==> config.mk <==
export PLATFORM = sky130hd
export DESIGN_NAME = mark_fifo
export DESIGN_NICKNAME = d
export VERILOG_FILES = /design/src/rtl/mark_fifo_pkg.sv /design/src/rtl/mark_fifo_store.sv /design/src/rtl/mark_fifo_wr_ctl.sv /design/src/rtl/mark_fifo_rd_ctl.sv /design/src/rtl/mark_fifo.sv
export SDC_FILE = /design/constraint.sdc
export NUM_CORES = 1
export LEC_CHECK = 0
export BUFFER_PORTS_ARGS = -buffer_cell sky130_fd_sc_hd__buf_2
export CAP_MARGIN = 20
export CORE_ASPECT_RATIO = 2
export CORE_UTILIZATION = 40
export DETAILED_ROUTE_END_ITERATION = 8
export GPL_TIMING_DRIVEN = 0
export HOLD_SLACK_MARGIN = 0.15
export SLEW_MARGIN = 20
export SYNTH_ARGS = -nofsm -noshare
export SYNTH_HDL_FRONTEND = slang
export SYNTH_SLANG_ARGS = --single-unit
==> constraint.sdc <==
create_clock -name clk -period 3.15 [get_ports clk]
set_clock_uncertainty 0.05 [all_clocks]
set_input_delay 0.315 -clock clk [delete_from_list [all_inputs] [get_ports clk]]
set_output_delay 0.315 -clock clk [all_outputs]
set_load 0.02 [all_outputs]
==> src/rtl/mark_fifo_pkg.sv <==
package mark_fifo_pkg;

    // Read-side action chosen each cycle.
    typedef enum logic [1:0] {
        RD_HOLD   = 2'd0,
        RD_POP    = 2'd1,
        RD_REWIND = 2'd2
    } rd_act_e;

    // Reset request seen this cycle; master dominates partial.
    typedef enum logic [1:0] {
        RS_NONE   = 2'd0,
        RS_PART   = 2'd1,
        RS_MASTER = 2'd2
    } rst_kind_e;

    function automatic rst_kind_e decode_reset(input logic master, input logic partial);
        if (master)
            return RS_MASTER;
        else if (partial)
            return RS_PART;
        return RS_NONE;
    endfunction

    // Rewind beats a read; a read needs data.
    function automatic rd_act_e pick_rd_act(input logic rewind_req,
                                            input logic pop_req,
                                            input logic is_empty);
        if (rewind_req)
            return RD_REWIND;
        else if (pop_req && !is_empty)
            return RD_POP;
        return RD_HOLD;
    endfunction

endpackage

==> src/rtl/mark_fifo_store.sv <==
module mark_fifo_store #(
    parameter int DATA_W = 8,
    parameter int DEPTH  = 16,
    localparam int AW    = $clog2(DEPTH)
) (
    input  logic              clk,
    input  logic              clr_out,
    input  logic              wr_fire,
    input  logic [AW-1:0]     wr_addr,
    input  logic [DATA_W-1:0] wr_data,
    input  logic              rd_fire,
    input  logic [AW-1:0]     rd_addr,
    output logic [DATA_W-1:0] rd_data
);

    logic [DATA_W-1:0] cells [DEPTH];

    always_ff @(posedge clk) begin
        if (wr_fire)
            cells[wr_addr] <= wr_data;
    end

    always_ff @(posedge clk) begin
        if (clr_out)
            rd_data <= '0;
        else if (rd_fire)
            rd_data <= cells[rd_addr];
    end

endmodule

==> src/rtl/mark_fifo_wr_ctl.sv <==
module mark_fifo_wr_ctl
    import mark_fifo_pkg::*;
#(
    parameter int DEPTH = 16,
    localparam int AW   = $clog2(DEPTH),
    localparam int PW   = AW + 1
) (
    input  logic          clk,
    input  rst_kind_e     rkind,
    input  logic          wr_req,
    input  logic          full,
    output logic [PW-1:0] wptr,
    output logic          wr_fire
);

    assign wr_fire = (rkind == RS_NONE) && wr_req && !full;

    always_ff @(posedge clk) begin
        if (rkind != RS_NONE)
            wptr <= '0;
        else if (wr_fire)
            wptr <= wptr + PW'(1);
    end

    // a write request against a full buffer leaves the write pointer alone
    a_r4_full_write_dropped: assert property (@(posedge clk)
        disable iff (rkind != RS_NONE)
        (full && wr_req) |=> $stable(wptr));

endmodule

==> src/rtl/mark_fifo_rd_ctl.sv <==
module mark_fifo_rd_ctl
    import mark_fifo_pkg::*;
#(
    parameter int DEPTH = 16,
    localparam int AW   = $clog2(DEPTH),
    localparam int PW   = AW + 1
) (
    input  logic          clk,
    input  rst_kind_e     rkind,
    input  logic          rd_req,
    input  logic          rexmit_n,
    input  logic          mark,
    input  logic          empty,
    output logic [PW-1:0] rptr,
    output logic [PW-1:0] floor_ptr,
    output rd_act_e       act
);

    logic          rex_prev;
    logic          mark_set;
    logic [PW-1:0] mark_ptr;
    logic          rewind_req;
    logic [PW-1:0] rewind_target;

    assign rewind_req    = rex_prev && !rexmit_n;
    assign rewind_target = mark_set ? mark_ptr : '0;
    assign floor_ptr     = mark_set ? mark_ptr : rptr;
    assign act           = (rkind == RS_NONE) ? pick_rd_act(rewind_req, rd_req, empty)
                                              : RD_HOLD;

    always_ff @(posedge clk) begin
        if (rkind != RS_NONE) begin
            rptr     <= '0;
            mark_set <= 1'b0;
            mark_ptr <= '0;
            rex_prev <= 1'b1;
        end else begin
            rex_prev <= rexmit_n;
            unique case (act)
                RD_REWIND: rptr <= rewind_target;
                RD_POP:    rptr <= rptr + PW'(1);
                default:   rptr <= rptr;
            endcase
            if (mark && act != RD_REWIND) begin
                mark_set <= 1'b1;
                mark_ptr <= rptr;
            end
        end
    end

    // the read pointer lands on the rewind target
    a_r6_rewind_lands: assert property (@(posedge clk)
        disable iff (rkind != RS_NONE)
        (act == RD_REWIND) |=> (rptr == $past(rewind_target)));

    // a held-low retransmit request does not rewind twice in a row
    a_r6_single_rewind: assert property (@(posedge clk)
        disable iff (rkind != RS_NONE)
        (act == RD_REWIND) |=> (act != RD_REWIND));

    // a mark strobe on a non-rewind edge pins the read location
    a_r5_mark_capture: assert property (@(posedge clk)
        disable iff (rkind != RS_NONE)
        (mark && act != RD_REWIND) |=> (mark_set && mark_ptr == $past(rptr)));

    // a mark strobe on a rewind edge leaves the stored mark untouched
    a_r5_mark_ignored: assert property (@(posedge clk)
        disable iff (rkind != RS_NONE)
        (act == RD_REWIND) |=> ($stable(mark_ptr) && $stable(mark_set)));

endmodule

==> src/rtl/mark_fifo.sv <==
module mark_fifo
    import mark_fifo_pkg::*;
#(
    parameter int DATA_W = 8,
    parameter int DEPTH  = 16
) (
    input  logic              clk,
    input  logic              rst,
    input  logic              prst,
    input  logic              wr_en_n,
    input  logic [DATA_W-1:0] wr_data,
    input  logic              rd_en_n,
    output logic [DATA_W-1:0] rd_data,
    input  logic              mark,
    input  logic              rexmit_n,
    output logic              empty,
    output logic              full
);

    localparam int AW = $clog2(DEPTH);
    localparam int PW = AW + 1;
    localparam logic [PW-1:0] DEPTH_P = PW'(DEPTH);

    rst_kind_e     rkind;
    logic [PW-1:0] wptr;
    logic [PW-1:0] rptr;
    logic [PW-1:0] floor_ptr;
    logic [PW-1:0] held;
    logic          wr_fire;
    rd_act_e       act;

    assign rkind = decode_reset(rst, prst);
    assign held  = wptr - floor_ptr;
    assign empty = (rptr == wptr);
    assign full  = (held == DEPTH_P);

    mark_fifo_wr_ctl #(.DEPTH(DEPTH)) u_wr (
        .clk     (clk),
        .rkind   (rkind),
        .wr_req  (!wr_en_n),
        .full    (full),
        .wptr    (wptr),
        .wr_fire (wr_fire)
    );

    mark_fifo_rd_ctl #(.DEPTH(DEPTH)) u_rd (
        .clk       (clk),
        .rkind     (rkind),
        .rd_req    (!rd_en_n),
        .rexmit_n  (rexmit_n),
        .mark      (mark),
        .empty     (empty),
        .rptr      (rptr),
        .floor_ptr (floor_ptr),
        .act       (act)
    );

    mark_fifo_store #(.DATA_W(DATA_W), .DEPTH(DEPTH)) u_mem (
        .clk     (clk),
        .clr_out (rkind == RS_MASTER),
        .wr_fire (wr_fire),
        .wr_addr (wptr[AW-1:0]),
        .wr_data (wr_data),
        .rd_fire (act == RD_POP),
        .rd_addr (rptr[AW-1:0]),
        .rd_data (rd_data)
    );

    // retained words never exceed the storage size
    a_r4_no_overflow: assert property (@(posedge clk)
        disable iff (rkind != RS_NONE)
        held <= DEPTH_P);

    // a read request on an empty buffer leaves the output word unchanged
    a_r3_empty_read_quiet: assert property (@(posedge clk)
        disable iff (rkind != RS_NONE)
        (empty && act != RD_REWIND) |=> $stable(rd_data));

    // partial reset rewinds both pointers and keeps the output word
    a_r12_partial_reset: assert property (@(posedge clk)
        disable iff (rst)
        prst |=> (rptr == '0 && wptr == '0 && $stable(rd_data)));

endmodule

---- Word level (Yosys, flattened, before mapping) ----
Memories as Yosys holds them, arrays and structs flattened. A register that Yosys moved wholly into a read port is not among the register bits.
Index checks and enable logic that the tools add are counted.
word-level totals
  register bits ........................... 17
  bits in writable memories ............... 128
  input port bits ......................... 15
  output and inout port bits .............. 10
  logic and storage cells ................. 44
  memories ................................ 1
cells by class
  add/sub/neg operators ................... 3
  equal/unequal tests ..................... 6
  mux-type cells .......................... 16
  reduce and logical (&&, ||, !) cells .... 13
memory list
  memory       words  width  read ports  clocked after Yosys merged registers in  wr ports  line                   source
  u_mem.cells  16     8      1           1                                        1         mark_fifo_store.sv:16  logic [DATA_W-1:0] cells [DEPTH];
operator list
  kind                                                 count
  2-to-1 mux 2 bit                                     7
  adder 5 x 1 -> 5 bit, second input constant          2
  2-to-1 mux 5 bit                                     2
  one-hot mux 5 bit (2 select lines)                   1
  2-to-1 mux 1 bit                                     6
  equality test 5 bit                                  1
  equality test 5 bit, second input constant           1
  logical AND 1 bit                                    5
  zero test 1 bit                                      5
  subtractor 5 bit                                     1
  equality test 2 bit, second input constant           2
  nonzero test 2 bit                                   2
  equality test 2 x 1 -> 1 bit, second input constant  1
  zero test 2 bit                                      1
  != test 2 bit, second input constant                 1

---- Depth between registers and ports, before layout ----
  word-level depth ........................ 9
  gate-level depth with buffers ........... 14
  gate-level depth less buffers ........... 11

---- Modules after synthesis ----
From an unflattened synthesis, not the netlist that was laid out.
second synthesis, totals
  cells, all modules ...................... 447
  area total of the unflattened synthesis .. 6,443.7 sq um
modules (own cells, without submodules)
  module            instances  cells an instance  area each (sq um)  sequential area each (sq um)
  mark_fifo_store   1          316                5,343.9            4,003.8
  mark_fifo_rd_ctl  1          77                 646.9              240.2
  mark_fifo_wr_ctl  1          25                 237.7              100.1
  mark_fifo         1          29                 215.2              0.0

---- Worst setup path after synthesis ----
OpenSTA, ideal clock, no wires.
  path kind ............................... register to register
  start point ............................. register u_rd.rptr[1]
  end point ............................... memory u_mem.cells[1][0], enable pin
  setup time .............................. 370 ps
  arrival ................................. 3,089 ps
  data required time ...................... 2,730 ps
  setup slack ............................. -359 ps
  stages on the path, launching flop included .. 13
  path buffers ............................ 3
  clock period less this slack ............ 3,509 ps
  cell sequence ........................... dfxtp_1 -> buf_2 -> buf_2 -> buf_1 -> a21boi_0 -> ha_1 -> nor2b_1 -> a221oi_1 -> xnor2_1 -> a211o_1 -> inv_1 -> or3_1 -> nor2_1
between the ends
  cells in the longest elaborated chain, start to end .. 7
RTL lines
  item                                    line                    source
  start, declared                         mark_fifo_rd_ctl.sv:14  output logic [PW-1:0] rptr,
  start signal, assigned                  mark_fifo_rd_ctl.sv:40  RD_REWIND: rptr <= rewind_target;
  start signal, assigned                  mark_fifo_rd_ctl.sv:41  RD_POP: rptr <= rptr + PW'(1);
  start signal, assigned                  mark_fifo_rd_ctl.sv:42  default: rptr <= rptr;
  2-to-1 mux 5 bit                        mark_fifo_rd_ctl.sv:27  assign floor_ptr = mark_set ? mark_ptr : rptr;
  subtractor 5 bit                        mark_fifo.sv:33         assign held = wptr - floor_ptr;
  equality test 5 bit                     mark_fifo.sv:35         assign full = (held == DEPTH_P);
  via full                                mark_fifo.sv:17         output logic full
  zero test 1 bit                         mark_fifo_wr_ctl.sv:16  assign wr_fire = (rkind == RS_NONE) && wr_req && !full;
  logical AND 1 bit                       mark_fifo_wr_ctl.sv:16
  2-to-1 mux 1 bit                        mark_fifo_store.sv:19   if (wr_fire)
  2-to-1 mux 1 bit (implied by the code)  mark_fifo_store.sv:20   cells[wr_addr] <= wr_data;
  end, declared                           mark_fifo_store.sv:16
The timed path passes the listed nets, and every way through them passes these cells.

---- Worst setup path after layout ----
  start point ............................. register u_rd.rptr[1]
  end point ............................... output port full
between the ends
  cells in the longest elaborated chain, start to end .. 3
RTL lines
  item                 line
  2-to-1 mux 5 bit     mark_fifo_rd_ctl.sv:27
  subtractor 5 bit     mark_fifo.sv:33
  equality test 5 bit  mark_fifo.sv:35
  end, declared        mark_fifo.sv:17
No other way between the ends.

==> impl_metrics.csv <==
group,metric,value,unit
worst_setup_path,criticalPathCategory,"reg -> out",
final_layout,area_growth,22.4,%
final_layout,ff_latch_area,0.00435,mm²
die,die_area,0.0164,mm²
yosys,synth.largest_area_cell,"edfxtp_1",
routing,firstDrtPassIters,4,
clock_tree,cts_tree,"yes",
worst_setup_path,path_max_fanout,6,
clock_tree,h-tree-depth,4,
die,die_w,91.0,µm
worst_setup_path,worstPathArrival,2.68,ns
yosys,postSynthCellCount,390,
routing,initialDrtViolationCount,246,
grt,overflow,0,
die,start_util,41.2,%
worst_setup_path,crit_top_cell,"buf_6",
sta,tightest_slew,0.727,ns
yosys,synth-compound-area-share,6.18,%
yosys,yosys-top-cells-count,"edfxtp_1 (128), nor2_1 (40), mux4_2 (32)",
placement,dp_hpwl,10.1,mm
grt,grt_pass1_wl,22.2,mm
yosys,synth_top_family_by_area,"multiplexers",
grt,antenna_found_initial,0,
clock_tree,clk_pin_slew,0.07,ns
routing,drtAntennaViolNets,0,
final_layout,antenna-diode-count,0,
yosys,ys_async_sr_fraction,0,%
yosys,netlist_area,0.00634,mm²
yosys,synth-xor-area-share,1.11,%
sta,finalCritPeriodShare,96.8,%
sta,max_freq,328,MHz
worst_setup_path,crit_required,2.78,ns
yosys,seq_area_frac_synth,68.5,%
placement,dp.cells,612,
clock_tree,cts.sinks,153,
yosys,synth_area_per_cell,16.3,µm²
yosys,yosys.area_share.simple,6.61,%
sta,setup_viol,0,
die,ioPinCount,25,
min_path,hp-class,"in -> reg",
outcome,outcome,"completed",
yosys,muxShareOfSynthArea,12.3,%
die,core_area,0.0154,mm²
grt,grt_pass1_vias,3789,
routing,drt-total-wl,14.8,mm
final_layout,final_nets,481,
routing,num_vias,3634,
worst_setup_path,path_buf_inv,4,
yosys,netlist.area_leader.share,60.6,%
clock_tree,root_buffer,"clkbuf_16",
routing,drc,0,
yosys,synth_most_common_cell,"edfxtp_1",
routing,post_drt_via_cell_ratio,5.46,
min_path,hp-start,"wr_en_n",
yosys,synthAdderAreaFrac,2.37,%
clock_tree,cts_max_path_buffers,2,
yosys,synth_ff_type,"edfxtp_1",
final_layout,layout.cells.non_filler,665,
clock_tree,cts-buffers-inserted,17,
final_layout,multi_input_area,0.00196,mm²
yosys,synth_edf_count,128,
sta,whs,0.197,ns
yosys,ys_warn_count,0,
run,cap_violations,0,
placement,gp_congestion,0.832,
final_layout,n_fill_cell,1315,
worst_setup_path,cp_cell_sequence,"buf_6 -> buf_12 -> a21boi_2 -> ha_1 -> nor2b_4 -> o211a_1 -> or3_4 -> a211o_1 -> inv_2 -> buf_6",
worst_setup_path,r2r_start,"u_rd.rptr[1]$_SDFFE_PP0P_",
yosys,ys_types,40,
final_layout,layout-drive-gt1-share,32.1,%
worst_setup_path,critPathSlowestCell,"or3_4",
worst_setup_path,critical-path-top-delay-family,"compound AO/OA/AOI/OAI gates",
pwr,p_leak,2.60,nW
yosys,synth-seq-cells,153,
worst_setup_path,critPathLaunch,"u_rd.rptr[1]$_SDFFE_PP0P_",
routing,post_drt_wl_per_cell,22.2,µm
sta,period_needed,3.05,ns
grt,track_usage,19.0,%
yosys,syn-num-nets,417,
pwr,irDropWorstVdd,0.000349,V
sta,drv_slew,0,
sta,slew_headroom,51.5,%
clock_tree,clock_latency,0.42,ns
die,num_rows,64,
sta,hold_viol,0,
yosys,synth.area.top_cells,"edfxtp_1 (61%), mux4_2 (11%), dfxtp_1 (7.9%), ha_1 (2.4%), nor2_1 (2.4%)",
worst_setup_path,cp-start-kind,"flip-flop",
placement,port_buffers,24,
pwr,total_power,4.23,mW
die,die_height,180,µm
grt,grt_max_degree,19,
worst_setup_path,end_kind,"output port",
pwr,cellPowerDensity,545,mW/mm²
worst_setup_path,cpPeakStageDelay,0.37,ns
==> timing repair <==
action | in CTS | in global routing
resized for setup | 36 | 22
hold buffers | 3 | 0
buffers inserted | 6 | 15
setup endpoints to repair | 134 | 98
hold endpoints to repair | 2 | 0
pin swaps | 1 | 13
==> area by class of cell <==
cell class	instances	area share, %
sequential	153	56.0
multi-input combinational	203	25.3
clock buffer	21	6.06
timing repair buffer	48	5.50
tap	198	3.19
buffer	22	2.56
clock inverter	11	0.887
inverter	9	0.435
==> layer usage <==
layer | up-vias | wire, µm | part of all wire, % | GRT usage (%)
met5 | - | 0 | 0 | 0
met4 | 0 | 839 | 5.7 | 12.4
met3 | 33 | 472 | 3.2 | 3.50
met2 | 109 | 8300 | 56 | 35.0
met1 | 1845 | 5170 | 35 | 19.2
li1 | 1647 | - | - | -
==> flip-flops by register name, summed over array words and instances, names as in the netlist <==
register and flops:
u_rd.rex_prev 1, u_mem.rd_data 8, u_rd.mark_ptr 5, u_wr.wptr 5, u_rd.rptr 5, u_rd.mark_set 1, u_mem.cells 128
==> per-stage QoR <==
stage | worst slack [ns] | utilization [%] | TNS, ns | cell area (µm²)
CTS | 0.00804 | 48.6 | 0 | 7470
global route | -0.00591 | 50.5 | -0.00591 | 7760
detailed placement | -0.894 | 43.9 | -101.10 | 6750
floorplan | 0.00595 | - | 0 | 6380
global placement | -0.839 | 43.9 | -89.61 | 6750
finish | 0.100 | 50.5 | 0 | 7760
==> worst register-to-register path, cell delays in order, from the launching register on <==
cell and delay, ns:
dfxtp_2 0.33, buf_6 0.13, buf_12 0.13, a21boi_2 0.13
ha_1 0.28, nor2b_4 0.14, o211a_1 0.24, or3_4 0.37
a211o_1 0.30, buf_6 0.15, nand3b_1 0.10, buf_4 0.19
nor2_4 0.07, buf_12 0.16
==> cells in the final DEF, fill, tap and decap left out, types with 4 or more instances in the layout <==
| cell type | n |
|---|---|
| a21oi_1 | 13 |
| a221oi_1 | 9 |
| a22o_1 | 8 |
| buf_1 | 5 |
| buf_12 | 13 |
| buf_2 | 23 |
| buf_4 | 13 |
| buf_6 | 7 |
| clkbuf_1 | 5 |
| clkbuf_16 | 17 |
| clkinv_2 | 4 |
| dfxtp_1 | 21 |
| dfxtp_2 | 4 |
| edfxtp_1 | 128 |
| ha_1 | 11 |
| inv_1 | 8 |
| inv_4 | 5 |
| mux2i_1 | 6 |
| mux4_2 | 32 |
| nand2_1 | 14 |
| nand2b_1 | 11 |
| nand3_1 | 6 |
| nor2_1 | 24 |
| nor2_4 | 16 |
| o22ai_1 | 9 |
| xnor2_1 | 6 |
==> cells by family after synthesis <==
logic type               after synthesis
AO/OA/AOI/OAI                         56
XOR/XNOR                               8
adder cells (fa/ha/maj)               12
buffers and inverters                 34
flip-flops                           153
multiplexers                          38
AND/OR/NAND/NOR                       89
==> report_power, final <==
group          total [mW]  leakage [nW]  internal (mW)  switching (mW)
logic               0.167         0.968         0.0634           0.103
clock network        1.85         0.278           1.07           0.787
registers            2.20          1.36           2.20         0.00555
==> path summary, 6_finish.rpt <==
path / end / slack (ns) / depth (start not counted)
hold / removal: u_wr.wptr[1]$_SDFFE_PP0P_ / 0.20 / 3
setup / recovery: full / 0.10 / 10
setup reg to reg: u_mem.cells[4][3]$_DFFE_PP_ / 0.15 / 13
hold reg to reg: u_mem.rd_data[6]$_SDFFE_PN0P_ / 0.44 / 2
No activity file was read; power rests on OpenSTA's default activity.
